<file path="src/rtl/fp4dot_pkg.sv">
// Package fp4dot_pkg
// Shared operand layouts, fixed format widths and the constant function
// that fills the significand-product table. Assumes 4-bit operands with a
// 2-bit exponent and a 1-bit mantissa, and an 8-bit scale with 4/3 split.
package fp4dot_pkg;

    localparam int CODE_W  = 4;    // operand code width
    localparam int SCL_W   = 8;    // block scale width
    localparam int TNS_W   = 32;   // tensor scale width
    localparam int SIG_W   = 4;    // scale significand bits (hidden + 3)
    localparam int EXP_W   = 5;    // signed result exponent width
    localparam int PROD_W  = 9;    // signed product width in quarters (|p| <= 144)
    localparam int PMAX_Q  = 144;  // largest product magnitude in quarters
    localparam int LUT_N   = 16;   // table entries
    localparam int SC_BIAS = 7;    // scale exponent bias

    // 4-bit operand: sign, exponent, mantissa
    typedef struct packed {
        logic       sgn;
        logic [1:0] ex;
        logic       man;
    } fp4_t;

    // 8-bit block scale: sign, exponent, mantissa
    typedef struct packed {
        logic       sgn;
        logic [3:0] ex;
        logic [2:0] man;
    } sc8_t;

    // Table entry for index {hid_a, man_a, hid_b, man_b}: product of the
    // two 2-bit significands in half units, built by repeated addition.
    function automatic logic [3:0] sig_prod(input int idx);
        int sa;
        int sb;
        int acc;
        sa  = ((idx >> 3) & 1) * 2 + ((idx >> 2) & 1);
        sb  = ((idx >> 1) & 1) * 2 + (idx & 1);
        acc = 0;
        for (int k = 0; k < 3; k++) begin
            if (k < sb) acc = acc + sa;
        end
        return 4'(acc);
    endfunction

endpackage

</file>
<file path="src/rtl/fp4_elem_mul.sv">
// Module fp4_elem_mul
// Forms one operand-pair product without a multiplier: sign by XOR,
// exponent by integer add, significand product from a 16-entry table.
// Output is a signed fixed-point value in quarter units. Purely combinational.
// Assumes operand codes follow fp4dot_pkg::fp4_t.
module fp4_elem_mul
    import fp4dot_pkg::*;
#(
    parameter int P_W = PROD_W
) (
    input  fp4_t                  act,
    input  fp4_t                  wgt,
    output logic signed [P_W-1:0] prod_q
);

    localparam int MAG_W = P_W - 1;

    logic [3:0]       lut [LUT_N];
    logic             hid_a;
    logic             hid_b;
    logic [1:0]       ee_a;
    logic [1:0]       ee_b;
    logic [2:0]       e_sum;
    logic [3:0]       lut_idx;
    logic [MAG_W-1:0] mag;
    logic             neg;

    // Table contents are constants computed at elaboration
    for (genvar g = 0; g < LUT_N; g++) begin : g_lut
        assign lut[g] = sig_prod(g);
    end

    // Decode hidden bits and unbiased exponents of both operands
    always_comb begin
        hid_a = |act.ex;
        hid_b = |wgt.ex;
        ee_a  = hid_a ? (act.ex - 2'd1) : 2'd0;
        ee_b  = hid_b ? (wgt.ex - 2'd1) : 2'd0;
    end

    // Exponent path, table lookup, alignment and sign application
    always_comb begin
        e_sum   = {1'b0, ee_a} + {1'b0, ee_b};
        lut_idx = {hid_a, act.man, hid_b, wgt.man};
        mag     = MAG_W'(lut[lut_idx]) << e_sum;
        neg     = act.sgn ^ wgt.sgn;
        prod_q  = neg ? -$signed({1'b0, mag}) : $signed({1'b0, mag});
    end

endmodule

</file>
<file path="src/rtl/blk_accum.sv">
// Module blk_accum
// Block framing and accumulation. Opens a block on a first-marked valid
// element, counts accepted elements, keeps the running sum and the latched
// scales, and flags the element that closes the block. The next-sum value
// is exported so the closing element's result can be registered at once.
// Assumes prod_q already in quarter units; accumulator wide enough for BLOCK.
module blk_accum
    import fp4dot_pkg::*;
#(
    parameter int BLOCK = 16,
    parameter int ACC_W = 13,
    parameter int P_W   = PROD_W,
    parameter int CNT_W = 5
) (
    input  logic                    clk,
    input  logic                    rst_n,
    input  logic                    elem_valid,
    input  logic                    elem_first,
    input  logic signed [P_W-1:0]   prod_q,
    input  logic [SCL_W-1:0]        blk_scale,
    input  logic [TNS_W-1:0]        tns_scale,
    output logic signed [ACC_W-1:0] acc_nxt,
    output logic                    last,
    output logic [SCL_W-1:0]        scale_sel,
    output logic [TNS_W-1:0]        tns_sel
);

    logic                    busy_q;
    logic [CNT_W-1:0]        cnt_q;
    logic [CNT_W-1:0]        cnt_nxt;
    logic signed [ACC_W-1:0] acc_q;
    logic signed [ACC_W-1:0] prod_ext;
    logic signed [ACC_W-1:0] base;
    logic [SCL_W-1:0]        sc_q;
    logic [TNS_W-1:0]        ts_q;
    logic                    step;

    // Next-state arithmetic for the sum, count and closing flag
    always_comb begin
        step      = elem_valid & (elem_first | busy_q);
        prod_ext  = {{(ACC_W-P_W){prod_q[P_W-1]}}, prod_q};
        base      = elem_first ? '0 : acc_q;
        acc_nxt   = base + prod_ext;
        cnt_nxt   = elem_first ? CNT_W'(1) : cnt_q + CNT_W'(1);
        last      = step & (cnt_nxt == CNT_W'(BLOCK));
        scale_sel = elem_first ? blk_scale : sc_q;
        tns_sel   = elem_first ? tns_scale : ts_q;
    end

    // Block state registers, updated only on accepted elements
    always_ff @(posedge clk) begin
        if (!rst_n) begin
            busy_q <= 1'b0;
            cnt_q  <= '0;
            acc_q  <= '0;
            sc_q   <= '0;
            ts_q   <= '0;
        end else if (step) begin
            acc_q  <= acc_nxt;
            cnt_q  <= last ? '0 : cnt_nxt;
            busy_q <= ~last;
            if (elem_first) begin
                sc_q <= blk_scale;
                ts_q <= tns_scale;
            end
        end
    end

endmodule

</file>
<file path="src/rtl/sc8_scaler.sv">
// Module sc8_scaler
// Applies the block scale's significand to the block sum by shift-and-add
// over its four significand bits and applies its sign; the scale exponent
// is reported unbiased rather than applied. Combinational. Assumes the
// all-ones scale code is an ordinary value (no NaN handling).
module sc8_scaler
    import fp4dot_pkg::*;
#(
    parameter int ACC_W  = 13,
    parameter int MANT_W = 18
) (
    input  logic signed [ACC_W-1:0]  acc,
    input  sc8_t                     scale,
    output logic signed [MANT_W-1:0] mant,
    output logic signed [EXP_W-1:0]  exp_u
);

    logic [SIG_W-1:0]         sig;
    logic signed [MANT_W-1:0] acc_x;
    logic signed [MANT_W-1:0] part [SIG_W];
    logic signed [MANT_W-1:0] mag;
    logic [3:0]               eff_ex;

    // Significand with hidden bit, widened sum
    always_comb begin
        sig   = {|scale.ex, scale.man};
        acc_x = {{(MANT_W-ACC_W){acc[ACC_W-1]}}, acc};
    end

    // One shifted partial term per significand bit
    for (genvar b = 0; b < SIG_W; b++) begin : g_part
        assign part[b] = sig[b] ? (acc_x <<< b) : '0;
    end

    // Sum the partial terms and apply the scale sign
    always_comb begin
        mag = '0;
        for (int b = 0; b < SIG_W; b++) begin
            mag = mag + part[b];
        end
        mant = scale.sgn ? -mag : mag;
    end

    // Unbiased exponent, subnormal scales use exponent 1
    always_comb begin
        eff_ex = (scale.ex == 4'd0) ? 4'd1 : scale.ex;
        exp_u  = $signed({1'b0, eff_ex}) - EXP_W'(SC_BIAS);
    end

endmodule

</file>
<file path="src/rtl/fp4_blockdot.sv">
// Module fp4_blockdot
// Top level of the block-scaled FP4 dot-product engine. Streams operand
// pairs through the table-based element multiplier into the block
// accumulator, scales the closing sum by the block scale, and registers
// the result with a one-cycle done pulse. Assumes one element per cycle
// at most and BLOCK >= 1.
module fp4_blockdot
    import fp4dot_pkg::*;
#(
    parameter  int BLOCK  = 16,
    localparam int ACC_W  = $clog2(BLOCK * PMAX_Q + 1) + 1,
    localparam int MANT_W = ACC_W + 5
) (
    input  logic                     clk,
    input  logic                     rst_n,
    input  logic                     elem_valid,
    input  logic                     elem_first,
    input  logic [CODE_W-1:0]        act_code,
    input  logic [CODE_W-1:0]        wgt_code,
    input  logic [SCL_W-1:0]         blk_scale,
    input  logic [TNS_W-1:0]         tns_scale,
    output logic                     done,
    output logic signed [MANT_W-1:0] dot_mant,
    output logic signed [EXP_W-1:0]  dot_exp,
    output logic [TNS_W-1:0]         tns_out
);

    localparam int CNT_W = $clog2(BLOCK + 1);

    logic signed [PROD_W-1:0] prod_q;
    logic signed [ACC_W-1:0]  acc_nxt;
    logic                     last;
    logic [SCL_W-1:0]         scale_sel;
    logic [TNS_W-1:0]         tns_sel;
    logic signed [MANT_W-1:0] sc_mant;
    logic signed [EXP_W-1:0]  sc_exp;

    fp4_elem_mul #(
        .P_W (PROD_W)
    ) mul_i (
        .act    (fp4_t'(act_code)),
        .wgt    (fp4_t'(wgt_code)),
        .prod_q (prod_q)
    );

    blk_accum #(
        .BLOCK (BLOCK),
        .ACC_W (ACC_W),
        .P_W   (PROD_W),
        .CNT_W (CNT_W)
    ) acc_i (
        .clk        (clk),
        .rst_n      (rst_n),
        .elem_valid (elem_valid),
        .elem_first (elem_first),
        .prod_q     (prod_q),
        .blk_scale  (blk_scale),
        .tns_scale  (tns_scale),
        .acc_nxt    (acc_nxt),
        .last       (last),
        .scale_sel  (scale_sel),
        .tns_sel    (tns_sel)
    );

    sc8_scaler #(
        .ACC_W  (ACC_W),
        .MANT_W (MANT_W)
    ) scl_i (
        .acc   (acc_nxt),
        .scale (sc8_t'(scale_sel)),
        .mant  (sc_mant),
        .exp_u (sc_exp)
    );

    // Output register: pulse done and capture the result on the closing element
    always_ff @(posedge clk) begin
        if (!rst_n) begin
            done     <= 1'b0;
            dot_mant <= '0;
            dot_exp  <= '0;
            tns_out  <= '0;
        end else begin
            done <= last;
            if (last) begin
                dot_mant <= sc_mant;
                dot_exp  <= sc_exp;
                tns_out  <= tns_sel;
            end
        end
    end

endmodule

</file>
<file path="config.mk">
export PLATFORM = sky130hd
export DESIGN_NAME = fp4_blockdot
export DESIGN_NICKNAME = d
export VERILOG_FILES = /design/src/rtl/fp4dot_pkg.sv /design/src/rtl/fp4_elem_mul.sv /design/src/rtl/blk_accum.sv /design/src/rtl/sc8_scaler.sv /design/src/rtl/fp4_blockdot.sv
export SDC_FILE = /design/constraint.sdc
export NUM_CORES = 1
export LEC_CHECK = 0
export BUFFER_PORTS_ARGS = -buffer_cell sky130_fd_sc_hd__buf_2
export CAP_MARGIN = 20
export CORE_UTILIZATION = 40
export CTS_BUF_LIST = sky130_fd_sc_hd__clkbuf_16
export DETAILED_ROUTE_END_ITERATION = 10
export GPL_ROUTABILITY_DRIVEN = 0
export PLACE_DENSITY = 0.56
export SLEW_MARGIN = 25
export SYNTH_ARGS = -nofsm -noshare
export SYNTH_HDL_FRONTEND = slang
export SYNTH_SLANG_ARGS = --single-unit
</file>
<file path="constraint.sdc">
create_clock -name clk -period 12.5 [get_ports clk]
set_input_delay 3.125 -clock clk [delete_from_list [all_inputs] [get_ports clk]]
set_output_delay 3.125 -clock clk [all_outputs]
set_load 0.01 [all_outputs]
</file>
==> key figures <==
Hold path
  – Hold Path Class: flop to flop

Synth
  – Cells after Synth: 966
  – Syn Area/Cell: about 7.7 µm²
  – Syn Std Cell Area: 7480 µm²
  – Mapped Nets: 1083
  – Most used DFF post-synth: dfxtp_1
  – Cell variety after synth: 65
  – EDFF count, synth: 0
  – Post-synthesis sequential area ratio: 30.8%
  – YS warnings: 0
  – Post-synth ARST share: 0%
  – Synthesized flop and latch total: 115

STA
  – Max Slew Vio Count: 0
  – Tmin final: roughly 10000 ps
  – Final Hold Fails: 0
  – Fin crit share: 81.8%
  – Fin Clk Skew: 20.5 ps
  – Slew @ Worst Pin: roughly 990 ps
  – RSZ-0062 raised after global routing: no
  – Relative slew slack: between 30 and 40%
  – # setup viols final: 0
  – Worst setup slack after layout: approximately 2300 ps
  – Fmax achieved: between 90 and 100 MHz
  – WHS: roughly 440 ps
  – Setup TNS: 0 ps

CTS
  – Number of CTS-inserted buffers: 17
  – Root buf cell: clkbuf_16
  – CTS tree: yes
  – Clock sinks: 115
  – Clk pin slew, worst setup/hold paths: approximately 60 ps
  – Post-cts resize count: 0
  – Clock tree buffer depth: 2
  – H-tree depth: 4
  – Hold buffers post-CTS: 0
  – Post-CTS Setup Repair Bufs: 0
  – Worst-Skew Late Latency: 420 ps

Route
  – # DRC: 2
  – Antenna-violating nets left: 0
  – 1st-iter DRT viols: 251
  – DR vias: 6544
  – Routed wire length: 18400 µm
  – Pre-Repair DR Iteration Count: 8
  – Wire per inst: 14.3 µm
  – Vias per inst: just over 5

Power
  – Combinational power share: a little under half
  – Net Sw Power: 0.647 mW
  – Final Total Pwr: 1.60 mW
  – Worst vdd ir: 0.139 mV
  – Sw frac: approximately 40%
  – Clock share of power: 30.0%
  – Pwr/cell area: 183 nW/µm²
  – Seq pwr share: a little under a quarter
  – Leakage power: 3.78 nW
  – Internal: 0.954 mW

Die
  – Starting Density: 41.2%
  – Die area: between 15000 and 20000 µm²
  – Die height: 139 µm
  – Row cnt: 49
  – IO Pins: 108
  – Die X: around 140 µm
  – Std-Cell Core Area: 18100 µm²

Worst setup path
  – Crit path DAT: 10560 ps
  – Worst setup EP type: flop
  – Crit-path slowest cell: fa_1
  – Critical Path Source Type: input port
  – Worst setup path class: input port to flop
  – Worst path required time: ~13000 ps
  – Crit path max fanout: 14
  – Slowest cell delay on critical path: 720 ps

Global routing
  – First-pass GRT wire length: 31300 µm
  – Largest net degree at the start of global routing: 94
  – GR Util All Layers: between 20% and 30%
  – Vias in the first global route: 6215
  – Grt ovf: 0
  – Antenna violations before repair: 0

Final layout
  – Layout cells sized above 1: 16.6%
  – Area of the multi-input gates: 4750 µm²
  – Diode count: 0
  – Util after Layout: 48.2%
  – Layout Nets: between 1000 and 1500
  – Register area: 2300 µm²
  – Layout Cells excl Fill: around 1300
  – Area growth from synthesis to layout: 16.8%
  – Fillers: 1856
  – Final instance area: 8740 µm²

Place
  – Worst slack, placed: 1870 ps
  – HPWL Detailed: 13100 µm
  – Placed Instances: 1258
  – Placed cell area: 8160 µm²
  – Port buffer count: 107

Run status
  – Failing checks: DRC
  – Status: finished, violations left

Job
  – Max-cap violations: 0
layer usage:
| metal | up-vias | routed length [µm] | track usage [%] |
|---|---|---|---|
| met4 | 0 | 119 | 5.44 |
| met3 | 11 | 607 | 4.11 |
| li1 | 3383 | - | - |
| met1 | 3050 | 8900 | 26.5 |
| met5 | - | 0 | 0 |
| met2 | 100 | 8810 | 33.5 |
flip-flops by register name, indices dropped and copies added (netlist names):
signal and cells:
dot_exp 5, acc_i.busy_q 1, acc_i.acc_q 13, dot_mant 18
acc_i.ts_q 32, acc_i.sc_q 8, tns_out 32, done 1
acc_i.cnt_q 5
placed cells by master (no fill, tap or decap), drive strengths merged, types with 5 or more instances in the layout:
cell,count
nand2,195
a21oi,118
dfxtp,115
buf,114
nor2,104
inv,64
ha,34
fa,31
xnor2,29
o21ai,28
a211oi,24
xor2,21
nor2b,17
nand3,17
clkbuf,17
mux2i,12
nor3,12
nand2b,11
clkinv,10
and2,9
o21a,7
a31oi,7
nand4,6
and3,5
a21o,5
synth_stat cells (3+ instances only):
| cell type | count | area (µm²) |
|---|---|---|
| nand2b_1 | 11 | 68.8 |
| a211oi_2 | 3 | 37.5 |
| nand3_1 | 17 | 85.1 |
| o22ai_1 | 3 | 18.8 |
| o21ai_0 | 26 | 130 |
| nor2b_1 | 17 | 106 |
| buf_2 | 3 | 15.0 |
| o21bai_1 | 3 | 22.5 |
| a21o_1 | 5 | 37.5 |
| o21a_1 | 7 | 52.6 |
| buf_1 | 5 | 18.8 |
| nor2_1 | 101 | 379 |
| and3_1 | 5 | 31.3 |
| nand2_1 | 193 | 724 |
| and2_1 | 9 | 56.3 |
| nand4_1 | 6 | 37.5 |
| xor2_1 | 21 | 184 |
| fa_1 | 31 | 621 |
| clkbuf_1 | 41 | 154 |
| mux2i_1 | 12 | 120 |
| inv_1 | 62 | 233 |
| a21oi_1 | 117 | 586 |
| a31oi_1 | 5 | 31.3 |
| mux2_2 | 4 | 45.0 |
| o31ai_1 | 4 | 30.0 |
| xnor2_1 | 27 | 236 |
| a211oi_1 | 21 | 158 |
| ha_1 | 34 | 425 |
| or3_1 | 4 | 25.0 |
| dfxtp_1 | 115 | 2300 |
| nor3_1 | 11 | 55.1 |
logic make-up (layout without fill, tap and decap cells):
| group | Yosys count | after routing | synth area share, % |
|---|---|---|---|
| muxes | 16 | 16 | 2.21 |
| DFF | 115 | 115 | 30.8 |
| AOI/OAI and AO/OA | 218 | 218 | 18.5 |
| and+or+nand+nor | 389 | 389 | 22.6 |
| adders and majority gates | 65 | 65 | 14.0 |
| xor gates and xnor gates | 50 | 50 | 6.05 |
| buffers and inverters | 113 | 208 | 5.87 |
worst max-delay path, delay by kind of cell:
| kind | cells | cell delay, ps |
|---|---|---|
| AOI/OAI and AO/OA | 9 | 1830 |
| and+or+nand+nor | 8 | 1410 |
| buffers and inverters | 5 | 340 |
| adders and majority gates | 7 | 2900 |
| xor gates and xnor gates | 3 | 940 |
power groups by stage:
stage	combinational (mW)	sequential, mW	clock (mW)
floorplan	0.580	0.391	0
global route	0.835	0.386	0.510
detailed placement	0.730	0.392	0
finish	0.736	0.384	0.481
global placement	0.734	0.392	0
CTS	0.741	0.384	0.492
layout make-up:
| cell class | instances | area share, % |
|---|---|---|
| well taps | 229 | 3.28 |
| inverters | 62 | 2.68 |
| repair buffers | 114 | 6.73 |
| clock buffers | 17 | 4.87 |
| multi-input cells | 738 | 54.3 |
| clock inverters | 15 | 1.79 |
| flip-flops and latches | 115 | 26.3 |
path summary, 6_finish.rpt:
path	from	end	slack, ps	cells past startpoint
min reg2reg	acc_i.ts_q[25]	tns_out[25]	440	2
min	acc_i.ts_q[25]	tns_out[25]	440	2
max	wgt_code[2]	dot_mant[17]	2270	32
max reg2reg	acc_i.acc_q[1]	dot_mant[17]	6560	22
No activity file was read; power rests on OpenSTA's default activity.
